`src/rtl/wsg_pkg.sv`:
```
package wsg_pkg;
    typedef enum logic [1:0] {
        ST_IDLE,
        ST_ADDR,
        ST_HOLD,
        ST_DONE
    } wsg_state_e;

    typedef enum logic [1:0] {
        SEL_NONE,
        SEL_CS0,
        SEL_CS1
    } wsg_sel_e;
endpackage

```
`src/rtl/wsg_decode.sv`:
```
module wsg_decode
    import wsg_pkg::*;
#(
    parameter int RNG_W = 2
) (
    input  logic [RNG_W:0]   addr_top,
    input  logic             int_acc,
    input  logic [RNG_W-1:0] cs0_rng,
    input  logic [RNG_W-1:0] cs1_rng,
    output wsg_sel_e         sel
);
    logic hit0, hit1;

    assign hit0 = (addr_top == {1'b0, cs0_rng});
    assign hit1 = (addr_top == {1'b1, cs1_rng});

    always_comb begin
        if (hit0 && !int_acc)
            sel = SEL_CS0;
        else if (hit1)
            sel = SEL_CS1;
        else
            sel = SEL_NONE;
    end
endmodule

```
`src/rtl/wsg_src.sv`:
```
module wsg_src
    import wsg_pkg::*;
#(
    parameter int CNT_W = 3,
    parameter int WS1_W = 2
) (
    input  wsg_sel_e         sel,
    input  logic             cs0_ext,
    input  logic [CNT_W-1:0] wait_dat,
    input  logic [CNT_W-1:0] cs0_wait,
    input  logic [WS1_W-1:0] cs1_wait,
    output logic [CNT_W-1:0] count,
    output logic             count_zero
);
    logic [CNT_W-1:0] cs1_full;

    generate
        if (WS1_W < CNT_W) begin : g_widen
            assign cs1_full = {{(CNT_W-WS1_W){1'b0}}, cs1_wait};
        end else begin : g_trim
            assign cs1_full = cs1_wait[CNT_W-1:0];
        end
    endgenerate

    always_comb begin
        unique case (sel)
            SEL_CS0:  count = cs0_ext ? wait_dat : cs0_wait;
            SEL_CS1:  count = cs1_full;
            default:  count = '0;
        endcase
    end

    assign count_zero = (count == '0);
endmodule

```
`src/rtl/wsg_count.sv`:
```
module wsg_count #(
    parameter int CNT_W = 3
) (
    input  logic             clk,
    input  logic             rst_n,
    input  logic             load,
    input  logic [CNT_W-1:0] load_val,
    input  logic             dec,
    output logic             last
);
    logic [CNT_W-1:0] cnt;

    always_ff @(posedge clk or negedge rst_n) begin
        if (!rst_n)
            cnt <= '0;
        else if (load)
            cnt <= load_val;
        else if (dec && cnt != '0)
            cnt <= cnt - 1'b1;
    end

    assign last = (cnt == {{(CNT_W-1){1'b0}}, 1'b1});
endmodule

```
`src/rtl/wsg_fsm.sv`:
```
module wsg_fsm
    import wsg_pkg::*;
(
    input  logic     clk,
    input  logic     rst_n,
    input  logic     acc_start,
    input  logic     t4,
    input  logic     strobe_en,
    input  wsg_sel_e sel_in,
    input  logic     count_zero,
    input  logic     cnt_last,
    output wsg_sel_e sel_q,
    output logic     load,
    output logic     dec,
    output logic     cs0_n,
    output logic     cs1_n,
    output logic     wss_n,
    output logic     rdy,
    output logic     busy
);
    wsg_state_e state, state_nx;

    always_ff @(posedge clk or negedge rst_n) begin
        if (!rst_n) begin
            state <= ST_IDLE;
            sel_q <= SEL_NONE;
        end else begin
            state <= state_nx;
            if (state == ST_IDLE && acc_start)
                sel_q <= sel_in;
        end
    end

    always_comb begin
        state_nx = state;
        unique case (state)
            ST_IDLE: if (acc_start) state_nx = ST_ADDR;
            ST_ADDR: if (t4) state_nx = count_zero ? ST_DONE : ST_HOLD;
            ST_HOLD: if (cnt_last) state_nx = ST_DONE;
            ST_DONE: state_nx = ST_IDLE;
        endcase
    end

    always_comb begin
        busy  = (state != ST_IDLE);
        cs0_n = !(busy && sel_q == SEL_CS0);
        cs1_n = !(busy && sel_q == SEL_CS1);
        load  = (state == ST_ADDR) && t4;
        dec   = (state == ST_HOLD);
        rdy   = (state == ST_DONE);
        wss_n = !((state == ST_ADDR) && t4 && strobe_en && sel_q == SEL_CS0);
    end
endmodule

```
`src/rtl/wsg_top.sv`:
```
module wsg_top
    import wsg_pkg::*;
#(
    parameter int RNG_W = 2,
    parameter int CNT_W = 3,
    parameter int WS1_W = 2
) (
    input  logic             clk,
    input  logic             rst_n,
    input  logic             acc_start,
    input  logic [RNG_W:0]   addr_top,
    input  logic             int_acc,
    input  logic             t4,
    input  logic [CNT_W-1:0] wait_dat,
    input  logic [RNG_W-1:0] cs0_rng,
    input  logic [RNG_W-1:0] cs1_rng,
    input  logic             cs0_ext,
    input  logic [CNT_W-1:0] cs0_wait,
    input  logic [WS1_W-1:0] cs1_wait,
    input  logic             strobe_en,
    output logic             cs0_n,
    output logic             cs1_n,
    output logic             wss_n,
    output logic             rdy
);
    wsg_sel_e         sel_dec, sel_q;
    logic [CNT_W-1:0] count;
    logic             count_zero, cnt_last, load, dec, busy;

    wsg_decode #(.RNG_W(RNG_W)) u_dec (
        .addr_top (addr_top),
        .int_acc  (int_acc),
        .cs0_rng  (cs0_rng),
        .cs1_rng  (cs1_rng),
        .sel      (sel_dec)
    );

    wsg_src #(.CNT_W(CNT_W), .WS1_W(WS1_W)) u_src (
        .sel        (sel_q),
        .cs0_ext    (cs0_ext),
        .wait_dat   (wait_dat),
        .cs0_wait   (cs0_wait),
        .cs1_wait   (cs1_wait),
        .count      (count),
        .count_zero (count_zero)
    );

    wsg_count #(.CNT_W(CNT_W)) u_cnt (
        .clk      (clk),
        .rst_n    (rst_n),
        .load     (load),
        .load_val (count),
        .dec      (dec),
        .last     (cnt_last)
    );

    wsg_fsm u_fsm (
        .clk        (clk),
        .rst_n      (rst_n),
        .acc_start  (acc_start),
        .t4         (t4),
        .strobe_en  (strobe_en),
        .sel_in     (sel_dec),
        .count_zero (count_zero),
        .cnt_last   (cnt_last),
        .sel_q      (sel_q),
        .load       (load),
        .dec        (dec),
        .cs0_n      (cs0_n),
        .cs1_n      (cs1_n),
        .wss_n      (wss_n),
        .rdy        (rdy),
        .busy       (busy)
    );
endmodule

```
`config.mk`:
```
export PLATFORM = sky130hd
export DESIGN_NAME = wsg_top
export DESIGN_NICKNAME = d
export VERILOG_FILES = /design/src/rtl/wsg_pkg.sv /design/src/rtl/wsg_decode.sv /design/src/rtl/wsg_src.sv /design/src/rtl/wsg_count.sv /design/src/rtl/wsg_fsm.sv /design/src/rtl/wsg_top.sv
export SDC_FILE = /design/constraint.sdc
export NUM_CORES = 1
export LEC_CHECK = 0
export ABC_AREA = 0
export BUFFER_PORTS_ARGS = -buffer_cell sky130_fd_sc_hd__clkbuf_2
export CAP_MARGIN = 20
export CORE_MARGIN = 8
export CORE_UTILIZATION = 51
export CTS_BUF_LIST = sky130_fd_sc_hd__clkbuf_16
export DETAILED_ROUTE_END_ITERATION = 16
export GPL_TIMING_DRIVEN = 0
export HOLD_SLACK_MARGIN = 0.08
export PLACE_DENSITY = 0.86
export SYNTH_ARGS = -nofsm -noshare
export SYNTH_HDL_FRONTEND = slang
export SYNTH_HIERARCHICAL = 1
export SYNTH_SLANG_ARGS = --single-unit
```
`constraint.sdc`:
```
create_clock -name clk -period 2.5 [get_ports clk]
set_clock_uncertainty 0.05 [all_clocks]
set_input_delay 0.25 -clock clk [delete_from_list [all_inputs] [get_ports clk]]
set_output_delay 0.25 -clock clk [all_outputs]
set_load 0.01 [all_outputs]
```
== Word level (Yosys, flattened, before mapping) ==
Index checks and enable logic that the tools add are counted.
W data, S select, Z words.

* Flip-flop bits (word level): 7
* Input port bits: 22
* Output and inout port bits: 4
* Word-level logic and storage cells: 44

* Add/sub/neg operators: 1
* Equality and inequality tests: 11
* Multiplexer cells: 11
* Reduce and logical (&&, ||, !) cells: 18

{| class="wikitable"
|+ Operators with widths
! cell !! count
|-
| $mux W2 || 5
|-
| $mux W3 || 3
|-
| $logic_and A1 B1 Y1 || 8
|-
| $pmux W2 S4 || 1
|-
| $eq A2 B2 Y1 const B || 3
|-
| $ne A2 B2 Y1 const B || 3
|-
| $pmux W3 S2 || 1
|-
| $eq A2 B1 Y1 const B || 2
|-
| $logic_not A1 Y1 || 4
|-
| $reduce_bool A2 Y1 || 2
|-
| $eq A3 B1 Y1 const B || 1
|-
| $eq A3 B2 Y1 || 1
|-
| $eq A3 B3 Y1 || 1
|-
| $logic_not A3 Y1 || 1
|-
| $reduce_and A3 Y1 || 1
|-
| $reduce_bool A3 Y1 || 1
|-
| $sub A3 B1 Y3 const B || 1
|-
| $logic_not A2 Y1 || 1
|-
| $mux W1 || 1
|}

== Depth between registers and ports, before layout ==
Gate-level depths: netlist (run 1).

* Depth after elaboration: 6
* Mapped depth: 8
* Gate-level depth less buffers: 8

== Hierarchy ==
The synthesis (run 1) kept the hierarchy.

{| class="wikitable"
|+ Modules (own cells, without submodules)
! module !! times used !! cells each !! area each (sq um) !! seq. area each (sq um)
|-
| wsg_fsm || 1 || 28 || 280.3 || 100.1
|-
| wsg_count || 1 || 24 || 221.5 || 75.1
|-
| wsg_src || 1 || 19 || 147.6 || 0.0
|-
| wsg_decode || 1 || 6 || 53.8 || 0.0
|}

== Least setup slack after synthesis (run 1) ==
Ideal clock, no wire load.

* Path kind: register to register
* From: reg u_fsm.sel_q[0]
* To: reg u_fsm.state[0]
* Setup time: 120 ps
* Arrival: 1501 ps
* Data required time: 2330 ps
* Path slack: 830 ps
* Stages on the path, launching flop included: 9
* Path buffers: 0
* Clock period less this slack: 1670 ps
* Path through: dfrtp_1 -> inv_1 -> ha_1 -> nand2b_1 -> nor3_1 -> nor2_1 -> nand2_1 -> a41oi_1 -> o22a_2

* Cells in the longest elaborated chain, start to end: 6
* Elaborated cells between the ends (all ways): 7
* Those cells by class: eq/ne (2); mux (4); reduce/logical (1)

{| class="wikitable"
|+ Ends and longest elaborated chain
! item !! RTL line !! source
|-
| start, declared || wsg_fsm.sv:12 || <nowiki>output wsg_sel_e sel_q,</nowiki>
|-
| start signal, assigned || wsg_fsm.sv:30 || <nowiki>sel_q <= sel_in;</nowiki>
|-
| $eq A2 B2 Y1 / $eq A2 B1 Y1 (equally long branches) || wsg_src.sv:26 || <nowiki>unique case (sel)</nowiki>
|-
| $pmux W3 S2 (*) || wsg_src.sv:26 ||
|-
| $logic_not A3 Y1 (*) || wsg_src.sv:33 || <nowiki>assign count_zero = (count == '0);</nowiki>
|-
| via count_zero || wsg_top.sv:28 || <nowiki>logic count_zero, cnt_last, load, dec, busy;</nowiki>
|-
| $mux W1 (*) || wsg_fsm.sv:38 || <nowiki>ST_ADDR: if (t4) state_nx = count_zero ? ST_DONE : ST_HOLD;</nowiki>
|-
| $mux W2 (*) || wsg_fsm.sv:38 ||
|-
| $pmux W2 S4 (*) || wsg_fsm.sv:36 || <nowiki>unique case (state)</nowiki>
|-
| end signal, assigned || wsg_fsm.sv:28 || <nowiki>state <= state_nx;</nowiki>
|-
| end, declared || wsg_fsm.sv:21 || <nowiki>wsg_state_e state, state_nx;</nowiki>
|}

The timed path passes the listed nets; every way through them passes the cells marked *. The select of a mux whose other input is x is not followed.
A chain may end at the register's enable or synchronous reset.

== Worst setup path in the final report (run 1) ==
Ends and elaborated chain as after synthesis.

==> results.json, run 1 <==
{
  "ys_seq_elements": 7,
  "syn2layout_area_growth_pct": 33.1,
  "diodes": 0,
  "io_pins": 26,
  "seq_area_um2": 175,
  "insertion_delay_ns": 0.23,
  "syn_avg_cell_area_um2": 9.13,
  "synth_edf_count": 0,
  "rows": 13,
  "final.fill_count": 92,
  "die_h_um": 53.1,
  "cts_hold_buf": 1,
  "worstPathMaxFanout": 5,
  "status": "finished clean",
  "min_path_type": "primary input to asynchronous set/reset pin",
  "p_per_area_nw_per_um2": 1200,
  "fin_util": 0.719,
  "synth_top_family_by_area": "simple AND/OR/NAND/NOR gates",
  "grt.total_usage": 0.176,
  "seqPwrFrac": 0.215,
  "synth_cells": 77,
  "finalHoldViolCount": 0,
  "maxCapViolCount": 0,
  "yosysUniqueCellTypes": 34,
  "dpl.hpwl_mm": 1.44,
  "ir_worst_vdd_v": 0.000740,
  "cts_buffers": 3,
  "yosys-top-cells-count": "ha_1, nor2_1, nand2_1, dfrtp_1, inv_1",
  "antenna_found_initial": 0,
  "grt_pass1_vias": 827,
  "coreArea_um2": 1300,
  "overflow": 0,
  "final-instance-count-excl-fill": 122,
  "syn_nets": 108,
  "hold_slack_ns": 0.346,
  "clockRootBuffer": "clkbuf_16",
  "dieArea_um2": 2820,
  "synth_top_area_cell": "dfrtp_1",
  "vias": 733,
  "clk_path_buf_depth": 2,
  "layout-drive-gt1-share": 0.383,
  "clk_pin_slew_ns": 0.04,
  "ant_nets": 0,
  "worst_pin_slew_ns": 0.295,
  "grt_pass1_wl_mm": 3.71,
  "synth_area_leaders": "dfrtp_1, ha_1, nor2_1",
  "clkSinkCount": 7,
  "routed_via_density": 6.01,
  "cts_resized": 0,
  "power_switching_mw": 0.465,
  "cts_max_level": 1,
  "layout.nets": 139,
  "routedWlPerCell_um": 18.9,
  "relSlewSlack": 0.803,
  "dr.pass1.iters": 4,
  "cts_tree": "done",
  "setup_tns_ns": 0,
  "die_width_um": 53.1,
  "slew_viol_final": 0,
  "grt_max_degree": 9,
  "ys.flop_type": "dfrtp_1",
  "max_freq_mhz": 505,
  "cp.required_ns": 2.56,
  "power.leakage_nw": 0.471,
  "synth-compound-area-share": 0.121,
  "pwr-share-clk": 0.242,
  "synthAdderAreaFrac": 0.160,
  "ys_seq_area_frac": 0.249,
  "fin_crit_sh": 0.793,
  "drtIter0Drc": 46,
  "cp.arrival_ns": 2.04,
  "rsz0062_at_grt": "false",
  "port_buffers": 25,
  "cts_setup_buffers": 0,
  "netlist_area_um2": 703,
  "synth_top_cell_area_share": 0.249,
  "end_kind": "flip-flop",
  "synth_async_sr_flop_share": 1.00,
  "dp.cells": 117,
  "swShare": 0.416,
  "setup_viol": 0,
  "synth-xor-area-share": 0.0498,
  "critPathLaunchType": "flip-flop",
  "yosysWarnings": 6,
  "multiInputGateArea_um2": 502,
  "p_comb_frac": 0.543,
  "yosys.area_share.simple": 0.263,
  "synthMuxAreaShare": 0.119,
  "path_class": "flip-flop to flip-flop",
  "period_needed_ns": 1.98,
  "drc": 0,
  "gp_congestion": 0.733,
  "p_int_mw": 0.654,
  "drt-total-wl_mm": 2.31,
  "start_util": 0.540
}
[metal layers]
layer,wire length [um],GRT usage,share of wire,vias up
li1,-,-,-,326
met1,791,0.173,0.34,343
met2,1220,0.326,0.53,54
met3,219,0.0616,0.095,10
met4,80,0.0714,0.035,0
met5,0,0,0,-
[critical path, stage by stage, from the launching register on]
cell and delay, ns:
dfrtp_1 0.40, inv_1 0.07, ha_1 0.34, nand2b_1 0.18
nor3_1 0.21, nor2_1 0.08, nand2_1 0.09, a41oi_1 0.15
o22a_2 0.27
[final timing paths]
kind / startpoint / end / slack (ns) / cells after the start
setup reg to reg: u_fsm/sel_q[0] / u_fsm/state[0] / 0.52 / 8
setup / recovery: u_fsm/sel_q[0] / u_fsm/state[0] / 0.52 / 8
max in group asynchronous: rst_n / u_cnt/cnt[2] / 1.89 / 2
min in group clk: acc_start / u_fsm/sel_q[0] / 0.36 / 3
hold reg to reg: u_cnt/cnt[1] / u_cnt/cnt[1] / 0.57 / 2
hold / removal: rst_n / u_fsm/sel_q[1] / 0.35 / 2
[area by class of cell]
| class | instances | area share |
|---|---|---|
| Tap cell | 15 | 0.0201 |
| Clock buffer | 3 | 0.0802 |
| Multi-Input combinational cell | 63 | 0.536 |
| Timing Repair Buffer | 26 | 0.144 |
| Clock inverter | 1 | 0.00401 |
| Sequential cell | 7 | 0.187 |
| Inverter | 7 | 0.0281 |
[sequential cells by signal (all words and copies together) (netlist names)]
name,cells
u_fsm/state,2
u_fsm/sel_q,2
u_cnt/cnt,3
[cells in the final DEF, fill, tap and decap left out, types with 2 or more instances in the layout]
cell type  synthesis  final
nand3_1            3      3
dfrtp_1            7      7
mux2i_1            2      2
nand2b_1           3      3
mux2_2             2      2
ha_1               9      9
xor2_1             2      2
inv_1              6      7
xnor2_1            2      2
nand2_1            8      8
clkbuf_2           0     25
clkbuf_16          0      3
mux2_4             2      2
nor2_1             9      9
[through the flow]
stage               instance area, um2  setup WS, ns  total power [mW]
finish                             936         0.518              1.12
floorplan                          703         0.830             0.627
CTS                                936         0.602              1.09
global route                       936         0.425              1.18
global placement                   847         0.702             0.723
detailed placement                 847         0.688             0.757
[logic make-up (layout without fill, tap and decap cells)]
group	count (synthesis)	after routing
simple gates	33	33
fa+ha+maj	9	9
flops	7	7
buf+inv	7	37
xor+xnor	4	4
mux	7	7
compound gates	10	10
[power groups by stage]
stage | Clock, mW | Combinational, mW | Sequential (mW)
2_1_floorplan | 0 | 0.412 | 0.215
3_3_place_gp | 0 | 0.498 | 0.224
3_5_place_dp | 0 | 0.527 | 0.230
4_1_cts | 0.270 | 0.582 | 0.236
5_1_grt | 0.283 | 0.650 | 0.250
6_report | 0.270 | 0.607 | 0.241
Note: power is estimated with default switching activity, not from simulation.
==> run 2: changes to the inputs <==
ABC_AREA = 1   (was 0)
CORE_UTILIZATION = 49   (was 51)
PLACE_DENSITY = 0.82   (was 0.86)
clock period = 1.9 ns   (was 2.5 ns; I/O delays follow)
==> results.json, run 2 <==
{
  "status": "finished clean",
  "ys_seq_elements": 7,
  "worstPathMaxFanout": 5,
  "cts_buffers": 3,
  "critPathLaunchType": "flip-flop",
  "layout-drive-gt1-share": 0.307,
  "port_buffers": 25,
  "cp.required_ns": 1.97,
  "cts_tree": "done",
  "dpl.hpwl_mm": 1.50,
  "cp_common_cell": "nand2_1",
  "yosysWarnings": 6,
  "final_cell_mix": "nand2_1, inv_1, clkbuf_2",
  "final-instance-count-excl-fill": 169,
  "grt.total_usage": 0.115,
  "yosysMostFrequentCell": "nand2_1",
  "ir_worst_vdd_v": 0.000923,
  "synth_area_leaders": "dfrtp_1, nand2_1, ha_1",
  "setup_viol": 0,
  "dr.pass1.iters": 5,
  "rsz0062_at_grt": "false",
  "period_needed_ns": 1.71,
  "synth_top_cell_area_share": 0.228,
  "dieArea_um2": 3090,
  "final_common_cell": "nand2_1",
  "fin_util": 0.672,
  "clk_path_buf_depth": 2,
  "gp_congestion": 0.864,
  "ant_nets": 0,
  "grt_pass1_wl_mm": 2.97,
  "dp.cells": 164,
  "synth_top_area_cell": "dfrtp_1",
  "maxCapViolCount": 0,
  "path_buf_inv": 2,
  "yosysUniqueCellTypes": 17,
  "routed_via_density": 4.70,
  "synth_cells": 123,
  "rows": 14,
  "die_h_um": 55.6,
  "clockRootBuffer": "clkbuf_16",
  "seq_area_um2": 175,
  "clk_pin_slew_ns": 0.03,
  "largest_reg_flops": 3,
  "min_path_type": "primary input to flip-flop",
  "end_kind": "flip-flop",
  "cts_setup_buffers": 0,
  "cpPeakStageDelay_ns": 0.41,
  "finalHoldViolCount": 0,
  "worst_pin_slew_ns": 0.193,
  "syn2layout_area_growth_pct": 30.5,
  "slew_viol_final": 0,
  "regMostFlops": "u_cnt/cnt",
  "relSlewSlack": 0.871,
  "syn_avg_cell_area_um2": 6.24,
  "diodes": 0,
  "syn_nets": 154,
  "io_pins": 26,
  "critical-path-top-delay-family": "simple AND/OR/NAND/NOR gates",
  "synth_async_sr_flop_share": 1.00,
  "coreArea_um2": 1490,
  "insertion_delay_ns": 0.23,
  "die_width_um": 55.6,
  "crit_chain": "inv_1, ha_1, inv_1, nand2_1, nor2_1, nand2_1, nand2_1, nor2_2, nand3_1, nand3_1, nand2_1, nand2_1",
  "power.leakage_nw": 0.630,
  "slowest_stage": "dfrtp_1",
  "cts_max_level": 1,
  "routedWlPerCell_um": 10.1,
  "max_freq_mhz": 585,
  "p_per_area_nw_per_um2": 1510,
  "setup_tns_ns": 0,
  "largestRegisters": "u_cnt/cnt: 3 flops, u_fsm/sel_q: 2 flops, u_fsm/state: 2 flops",
  "synth_edf_count": 0,
  "cts_resized": 0,
  "final.fill_count": 124,
  "yosys-top-cells-count": "nand2_1, inv_1, nand3_1, ha_1",
  "drc": 0,
  "clkSinkCount": 7,
  "netlist_area_um2": 767,
  "drt-total-wl_mm": 1.71,
  "ys_seq_area_frac": 0.228,
  "multiInputGateArea_um2": 475,
  "vias": 794,
  "grt_pass1_vias": 789,
  "layout.nets": 185,
  "fin_crit_sh": 0.899,
  "overflow": 0,
  "antenna_found_initial": 0,
  "path_class": "flip-flop to flip-flop",
  "grt_max_degree": 8,
  "ys.flop_type": "dfrtp_1",
  "start_util": 0.515,
  "cp.arrival_ns": 1.77,
  "rrSetupSlack_ns": 0.19,
  "drtIter0Drc": 17,
  "power.total_mw": 1.51
}
## run 2: final timing paths
path | from | end | cells past startpoint
min in group asynchronous | rst_n | u_cnt/cnt[2] | 2
min reg2reg | u_fsm/state[1] | u_fsm/state[1] | 2
max | u_fsm/sel_q[0] | u_fsm/state[0] | 12
max in group asynchronous | rst_n | u_fsm/state[1] | 2
max reg2reg | u_fsm/sel_q[0] | u_fsm/state[0] | 12
min | acc_start | u_fsm/sel_q[0] | 3
## run 2: layout make-up
| cell class | instances | area share |
|---|---|---|
| sequential | 7 | 0.175 |
| tap | 16 | 0.0200 |
| clock inverter | 1 | 0.00375 |
| inverter | 31 | 0.116 |
| multi-input combinational | 85 | 0.475 |
| clock buffer | 3 | 0.0750 |
| timing repair buffer | 26 | 0.135 |
## run 2: cells by family (layout without fill, tap and decap cells)
logic type                 Yosys count  after routing  synth area share
DFF                                  7              7             0.228
adders and majority gates            9              9             0.147
AOI/OAI and AO/OA                    8              8            0.0669
and+or+nand+nor                     68             68             0.406
buffers and inverters               31             61             0.152
## run 2: where the power goes
group | switching, mW | internal, mW | leakage, nW | total, mW
sequential | 0.0780 | 0.230 | 0.0846 | 0.308
combinational | 0.518 | 0.329 | 0.503 | 0.846
clock | 0.0794 | 0.274 | 0.0423 | 0.353
## run 2: per-layer routing
| metal | GRT usage | wire length [um] | vias up |
|---|---|---|---|
| met5 | 0 | 0 | - |
| met4 | 0.0423 | 0 | 0 |
| met3 | 0.0502 | 61 | 0 |
| met2 | 0.194 | 854 | 19 |
| met1 | 0.124 | 791 | 349 |
| li1 | - | - | 426 |
## run 2: metrics by stage
step	setup WS, ns	hold WS [ns]	area (um2)
2_1_floorplan	0.377	-0.156	767
4_1_cts	0.204	0.268	1000
3_3_place_gp	0.266	-0.0130	912
5_1_grt	0.0692	0.289	1000
3_5_place_dp	0.189	-0.0102	912
6_report	0.191	0.268	1000
## run 2: worst register-to-register path: cells and delay by family, from the launching register on
kind	cells	cell delay, ns
adder cells (fa/ha/maj)	1	0.34
flip-flops	1	0.41
AND/OR/NAND/NOR	9	0.62
buffers and inverters	2	0.17
## run 2: timing repair
item | 4_1_cts | 5_1_grt
hold buffers | 1 | 0
endpoints found under the setup margin | 0 | 0
hold endpoints to repair | 7 | 0
